`src/rtl/msgDescPkg.sv`:
```
package msgDescPkg;
  // strobes from control to datapath
  typedef struct packed {
    logic wrStb;   // store wrData at wrIdx
    logic popStb;  // entry at rdIdx is consumed this cycle
  } dpStrobe_t;
endpackage

```
`src/rtl/msgDescCtrl.sv`:
```
module msgDescCtrl
  import msgDescPkg::*;
#(
  parameter int DEPTH = 64,
  parameter int MAX_PER_MSG = 16,
  localparam int AW = $clog2(DEPTH),
  localparam int PW = AW + 1,
  localparam int CW = $clog2(MAX_PER_MSG + 1)
) (
  input  logic          clk,
  input  logic          rstN,
  input  logic          wrEn,
  input  logic          launch,
  input  logic          clearErr,
  input  logic          popReq,
  output dpStrobe_t     strobes,
  output logic [AW-1:0] wrIdx,
  output logic [AW-1:0] rdIdx,
  output logic          popValid,
  output logic [CW-1:0] spaceAvail,
  output logic [CW-1:0] saveLen,
  output logic          errLength,
  output logic          errOverflow
);
  logic [PW-1:0] head, commitTail, stageTail;
  logic [CW-1:0] stagedCnt;
  logic [PW-1:0] used, free;
  logic [CW-1:0] stageRoom;
  logic launchOk, launchBad, wrAccept, wrFull, wrTooLong, popFire;

  always_comb begin
    used      = stageTail - head;
    free      = PW'(DEPTH) - used;
    stageRoom = CW'(MAX_PER_MSG) - stagedCnt;
    launchOk  = launch && (stagedCnt != '0);
    launchBad = launch && (stagedCnt == '0);
    wrFull    = wrEn && (free == '0);
    wrTooLong = wrEn && !wrFull && !launchOk && (stagedCnt == CW'(MAX_PER_MSG));
    wrAccept  = wrEn && !wrFull && !wrTooLong;
    popValid  = (head != commitTail);
    popFire   = popReq && popValid;
    spaceAvail = (free < PW'(stageRoom)) ? CW'(free) : stageRoom;
    saveLen   = stagedCnt;
    wrIdx     = stageTail[AW-1:0];
    rdIdx     = head[AW-1:0];
    strobes.wrStb  = wrAccept;
    strobes.popStb = popFire;
  end

  always_ff @(posedge clk) begin
    if (!rstN) begin
      head <= '0; commitTail <= '0; stageTail <= '0; stagedCnt <= '0;
      errLength <= 1'b0; errOverflow <= 1'b0;
    end else begin
      if (popFire) head <= head + 1'b1;
      if (wrAccept) stageTail <= stageTail + 1'b1;
      if (launchOk) begin
        commitTail <= stageTail;
        stagedCnt  <= CW'(wrAccept);
      end else if (wrAccept) begin
        stagedCnt <= stagedCnt + 1'b1;
      end
      if (launchBad || wrTooLong) errLength <= 1'b1;
      else if (clearErr)          errLength <= 1'b0;
      if (wrFull)                 errOverflow <= 1'b1;
      else if (clearErr)          errOverflow <= 1'b0;
    end
  end


  stage_limit_chk: assert property (@(posedge clk) disable iff (!rstN)
    stagedCnt <= CW'(MAX_PER_MSG));

  no_overflow_chk: assert property (@(posedge clk) disable iff (!rstN)
    used <= PW'(DEPTH));

  full_write_flag_chk: assert property (@(posedge clk) disable iff (!rstN)
    (wrEn && free == '0) |=> (errOverflow && $stable(stageTail)));

  empty_launch_chk: assert property (@(posedge clk) disable iff (!rstN)
    (launch && stagedCnt == '0) |=> (errLength && $stable(commitTail)));

  idle_pop_chk: assert property (@(posedge clk) disable iff (!rstN)
    (popReq && !popValid) |=> $stable(head));

  staged_hidden_chk: assert property (@(posedge clk) disable iff (!rstN)
    (!launch) |=> $stable(commitTail));
endmodule

```
`src/rtl/msgDescData.sv`:
```
module msgDescData
  import msgDescPkg::*;
#(
  parameter int DEPTH = 64,
  parameter int DATA_W = 32,
  localparam int AW = $clog2(DEPTH)
) (
  input  logic              clk,
  input  logic              rstN,
  input  dpStrobe_t         strobes,
  input  logic [AW-1:0]     wrIdx,
  input  logic [AW-1:0]     rdIdx,
  input  logic [DATA_W-1:0] wrData,
  output logic [DATA_W-1:0] popData
);
  logic [DATA_W-1:0] store [DEPTH];

  always_ff @(posedge clk) begin
    if (strobes.wrStb) store[wrIdx] <= wrData;
  end

  assign popData = store[rdIdx];


  write_lands_chk: assert property (@(posedge clk) disable iff (!rstN)
    strobes.wrStb |=> (store[$past(wrIdx)] == $past(wrData)));

  no_clobber_chk: assert property (@(posedge clk) disable iff (!rstN)
    strobes.popStb |-> !(strobes.wrStb && wrIdx == rdIdx));
endmodule

```
`src/rtl/msgDescQueue.sv`:
```
module msgDescQueue
  import msgDescPkg::*;
#(
  parameter int DEPTH = 64,
  parameter int MAX_PER_MSG = 16,
  parameter int DATA_W = 32,
  localparam int AW = $clog2(DEPTH),
  localparam int CW = $clog2(MAX_PER_MSG + 1)
) (
  input  logic              clk,
  input  logic              rstN,
  input  logic              wrEn,
  input  logic [DATA_W-1:0] wrData,
  input  logic              launch,
  input  logic              clearErr,
  input  logic              popReq,
  output logic              popValid,
  output logic [DATA_W-1:0] popData,
  output logic [CW-1:0]     spaceAvail,
  output logic [CW-1:0]     saveLen,
  output logic              errLength,
  output logic              errOverflow
);
  dpStrobe_t     strobes;
  logic [AW-1:0] wrIdx, rdIdx;

  msgDescCtrl #(.DEPTH(DEPTH), .MAX_PER_MSG(MAX_PER_MSG)) ctrl (
    .clk(clk), .rstN(rstN), .wrEn(wrEn), .launch(launch), .clearErr(clearErr),
    .popReq(popReq), .strobes(strobes), .wrIdx(wrIdx), .rdIdx(rdIdx),
    .popValid(popValid), .spaceAvail(spaceAvail), .saveLen(saveLen),
    .errLength(errLength), .errOverflow(errOverflow));

  msgDescData #(.DEPTH(DEPTH), .DATA_W(DATA_W)) data (
    .clk(clk), .rstN(rstN), .strobes(strobes), .wrIdx(wrIdx), .rdIdx(rdIdx),
    .wrData(wrData), .popData(popData));
endmodule

```
`config.mk`:
```
export PLATFORM = sky130hd
export DESIGN_NAME = msgDescQueue
export DESIGN_NICKNAME = d
export VERILOG_FILES = /design/src/rtl/msgDescPkg.sv /design/src/rtl/msgDescCtrl.sv /design/src/rtl/msgDescData.sv /design/src/rtl/msgDescQueue.sv
export SDC_FILE = /design/constraint.sdc
export NUM_CORES = 2
export LEC_CHECK = 0
export ABC_AREA = 0
export BUFFER_PORTS_ARGS = -buffer_cell sky130_fd_sc_hd__buf_2
export CORE_MARGIN = 2
export CORE_UTILIZATION = 57
export DETAILED_ROUTE_END_ITERATION = 8
export PLACE_DENSITY_LB_ADDON = 0.2
export SLEW_MARGIN = 10
export SYNTH_ARGS = -nofsm -noshare
export SYNTH_HDL_FRONTEND = slang
export SYNTH_HIERARCHICAL = 1
export SYNTH_SLANG_ARGS = --single-unit
```
`constraint.sdc`:
```
create_clock -name clk -period 6.7 [get_ports clk]
set_clock_uncertainty 0.05 [all_clocks]
set_input_delay 0.67 -clock clk [delete_from_list [all_inputs] [get_ports clk]]
set_output_delay 0.67 -clock clk [all_outputs]
set_load 0.01 [all_outputs]
```
# After elaboration in Yosys (flattened, before gate mapping)
# Memory sizes are Yosys's and may differ from the RTL's. A register that Yosys moved wholly into a read port is not among the register bits.
# Index checks and enable logic that the tools add are counted.
# word_totals
memories	1
input_bits	38
reg_bits	28
romBits	0
latchBits	0
word_cells	47
out_inout_bits	45
ram_bits	2048
# op_classes
n_addsub	6
reduce_logical	19
shift	0
n_lt_le_gt_ge	1
n_div	0
bitwise	1
mul	0
eq_ne	2
n_mux	10
# mem_list
memory	depth	width	rd	rd_ports_with_merged_regs	wr	line_no	text
data.store	64	32	1	1	1	msgDescData.sv:16	logic [DATA_W-1:0] store [DEPTH];
# op_table
cell	count
$add A7 B1 Y7 const B	2
$mux W6	2
$logic_and A1 B1 Y1	8
$logic_not A7 Y1	1
$lt A7 B5 Y1	1
$mux W1	7
$ne A7 B7 Y1	1
$sub A7 B7 Y7	1
$sub A7 B7 Y7 const A	1
$reduce_bool A2 Y1	3
$add A5 B1 Y5 const B	1
$eq A5 B5 Y1 const B	1
$logic_not A5 Y1	1
$mux W5	1
$reduce_bool A5 Y1	1
$sub A5 B5 Y5 const A	1
$logic_not A1 Y1	3
$reduce_or A2 Y1	1
$logic_or A1 B1 Y1	1
$not A1 Y1	1

# Longest topological paths before layout
# depth
ltp_word	12
depth_mapped	17

# Modules after synthesis
# Netlist, hierarchy kept.
# by_module_without_submodules
module	cells_per_inst	n_inst	area_per_inst_um2	seq_area_each_um2
msgDescData	3292	1	77874.7	61499.0
msgDescCtrl	238	1	1990.7	560.5

# Worst setup path before layout
# No wires, ideal clock.
# synth_timing
path_type	reg-to-reg
from	reg ctrl.stageTail[1]
to	mem data.store[48][0] (enable)
setup_slack_ns	1.430
stages_incl_launch_ff	17
arrival_time_ns	4.760
synth_period_minus_slack_ns	5.270
n_path_buf	2
setup_time_ns	0.461
cell_sequence	dfxtp_1 > inv_1 > ha_1 > ha_1 > inv_1 > fa_1 > nand2b_1 > a21oi_1 > xnor2_1 > o21ai_4 > o21ai_2 > buf_4 > inv_1 > buf_4 > nor2b_1 > nand4b_1 > nor3_1
# synth_between
elab_chain_len	12
# synth_lines
item	line_no	text
start, declared	msgDescCtrl.sv:25	logic [PW-1:0] head, commitTail, stageTail;
start signal, assigned	msgDescCtrl.sv:56	if (wrAccept) stageTail <= stageTail + 1'b1;
$sub A7 B7 Y7 (*)	msgDescCtrl.sv:32	used = stageTail - head;
$sub A7 B7 Y7 (*)	msgDescCtrl.sv:33	free = PW'(DEPTH) - used;
$logic_not A7 Y1 (*)	msgDescCtrl.sv:37	wrFull = wrEn && (free == '0);
$logic_and A1 B1 Y1 (*)	msgDescCtrl.sv:37	
$logic_not A1 Y1 (*)	msgDescCtrl.sv:38, msgDescCtrl.sv:39	
$logic_and A1 B1 Y1 (*)	msgDescCtrl.sv:38, msgDescCtrl.sv:39	
$logic_and A1 B1 Y1 (2 in a row)	msgDescCtrl.sv:38	wrTooLong = wrEn && !wrFull && !launchOk && (stagedCnt == CW'(MAX_PER_MSG));
$logic_not A1 Y1	msgDescCtrl.sv:39	wrAccept = wrEn && !wrFull && !wrTooLong;
$logic_and A1 B1 Y1 (*)	msgDescCtrl.sv:39	
named net ctrl.wrAccept	msgDescCtrl.sv:29	logic launchOk, launchBad, wrAccept, wrFull, wrTooLong, popFire;
$mux W1 (*)	msgDescData.sv:19	if (strobes.wrStb) store[wrIdx] <= wrData;
$mux W1 (not written as such) (*)	msgDescData.sv:19	
end, declared	msgDescData.sv:16	
# Mark *: on every way through the listed nets, which the timed path passes. The rest lies on a longest branch.

==> results.cfg <==
[placement]
dpl_worst_slack_ps = 1586
place.gp.congestion = 0.8181
hpwl_um = 107400
io_buffers = 82
numPlacedInstances = 5419

[die]
core_area_sq_mm = 0.1394
die_h_um = 378.3
pin_count = 83
row_count = 137
start_util_pct = 57.30
die_x_um = 378.3
dieArea_sq_mm = 0.1431

[grt]
grt_first_pass_wirelength_um = 276200
grt.total_usage_pct = 27.47
antenna_found_initial = 6
grt_max_degree = 123
grt_pass1_vias = 38750
gr-total-overflow = 0

[clocking]
cts_resized = 0
ctsHtreeMaxLevel = 4
cts_buffers = 198
path_clk_slew_ps = 60
cts_max_path_buffers = 3
tritoncts = built
insertion_delay_ps = 810
clock_sinks = 2076
cts_root_buf = clkbuf_16
cts_setup_buffers = 0
cts_hold_repair.buffers = 0

[sta]
relSlewSlack_pct = 19.75
drv_slew = 0
hold_viol_final = 0
finalSetupViolCount = 0
rsz0062_at_grt = no
finalSetupTns_ps = 0
whs_ps = 177.2
clock.fmax_ghz = 0.1721
period_share_pct = 86.70
min_period_ps = 5809
layout_setup_ws_ps = 891.0
tightestPinTransition_ps = 1204

[worst_setup_path]
crit_fanout = 57
path_cells = buf_4 > buf_4 > mux4_2 > mux4_2 > o22ai_1 > nor2_1 > buf_2
r2r_start = ctrl/stageTail[1]$_SDFFE_PN0P_
cp_slowest_cell = buf_4
endpoint = popData[1]
worstRegToRegCells = 15
cp_data_required_time_ps = 5980
slowest_delay_ps = 800
cp-startpoint = ctrl/head[1]$_SDFFE_PN0P_
worstPathArrival_ps = 5090
critPathKind = register to output pin
setup.worst_path.start_class = register
r2r_slack_ps = 1470
rr_endpoint = data/store[20][12]$_DFFE_PP_
endpoint_kind = output pin

[pwr]
power_uw = 26580
leakagePower_uw = 0.02694
power_density_mw_per_mm2 = 297.0
vdd_drop_max_mv = 0.2675

[routing]
viasPerCell = 6.594
vias = 38140
wl_per_cell_um = 33.19
dr.pass1.iters = 6
drtAntennaViolNets = 0
drc = 0
routed_wl_um = 192000
drtIter0Drc = 4860

[logic_synthesis]
syn_nets = 3589
synthesis.area_sq_mm = 0.07986
synth_area_per_cell_sq_um = 22.63
synth_cells = 3529
ys_warn_count = 6

[layout]
layout_commonest_cell = edfxtp_1
area_growth_pct = 12.07
nets = 3803
most-common-layout-cells = 2048 x edfxtp_1, 544 x mux4_2, 200 x clkbuf_16
fin_cells = 5784
num-fill-cells = 9008
drive_gt1_share_pct = 28.85

[worst_hold_path]
hold_path_class = primary input to register

[flow_run]
max_cap_violations = 0

[status]
outcome = finished, final reports clean
[critical path, delay by kind of cell, from the launching register on]
kind | cells | cell delay [ps]
flops | 1 | 620
simple gates | 1 | 260
mux | 2 | 910
buf+inv | 3 | 1750
compound gates | 1 | 560
[through the flow]
step / area, sq um / utilization, %
after global routing: 89490 / 64.22
after detailed placement: 83180 / 59.69
final: 89490 / 64.22
after CTS: 89480 / 64.21
after global placement: 83160 / 59.67
after floorplan: 79860 / -
[worst min path at each step]
stage,from,end,slack [ps],depth (start not counted)
floorplan,ctrl/commitTail[5]$_SDFFE_PN0P_,ctrl/commitTail[5]$_SDFFE_PN0P_,410,2
global placement,ctrl/commitTail[4]$_SDFFE_PN0P_,ctrl/commitTail[4]$_SDFFE_PN0P_,420,2
detailed placement,ctrl/commitTail[6]$_SDFFE_PN0P_,ctrl/commitTail[6]$_SDFFE_PN0P_,430,2
CTS,launch,ctrl/errLength$_SDFFE_PN0P_,120,4
global route,clearErr,ctrl/errLength$_SDFFE_PN0P_,150,3
finish,launch,ctrl/errLength$_SDFFE_PN0P_,180,4
[final cells by class]
type	count	area (sq um)	area share (%)
multi-input combinational	1229	17180	19.20
tap	1876	2347	2.623
antenna	1	2.502	0.002796
clock inverter	135	1187	1.327
timing repair buffer	216	1504	1.680
inverter	22	82.58	0.09227
clock buffer	229	5114	5.714
sequential	2076	62080	69.36
[registers in the layout, indices dropped and copies added, names as in the netlist]
signal,count
data/store,2048
ctrl/head,7
ctrl/errOverflow,1
ctrl/errLength,1
ctrl/saveLen,5
ctrl/stageTail,7
ctrl/commitTail,7
[per-layer routing]
| layer | vias up | routed length (um) | track usage, % |
|---|---|---|---|
| li1 | 15410 | - | - |
| met1 | 20400 | 72560 | 38.15 |
| met2 | 2021 | 96120 | 44.61 |
| met3 | 312 | 17920 | 5.659 |
| met4 | 2 | 5369 | 8.404 |
| met5 | - | 13 | 0 |
[report_power, final]
part | leakage (uW) | internal, uW | switching (uW)
clock network | 0.00310 | 6100 | 4720
registers | 0.0187 | 14300 | 33.6
logic | 0.00519 | 564 | 829
total | 0.0269 | 21000 | 5590
No activity file was read; power rests on OpenSTA's default activity.
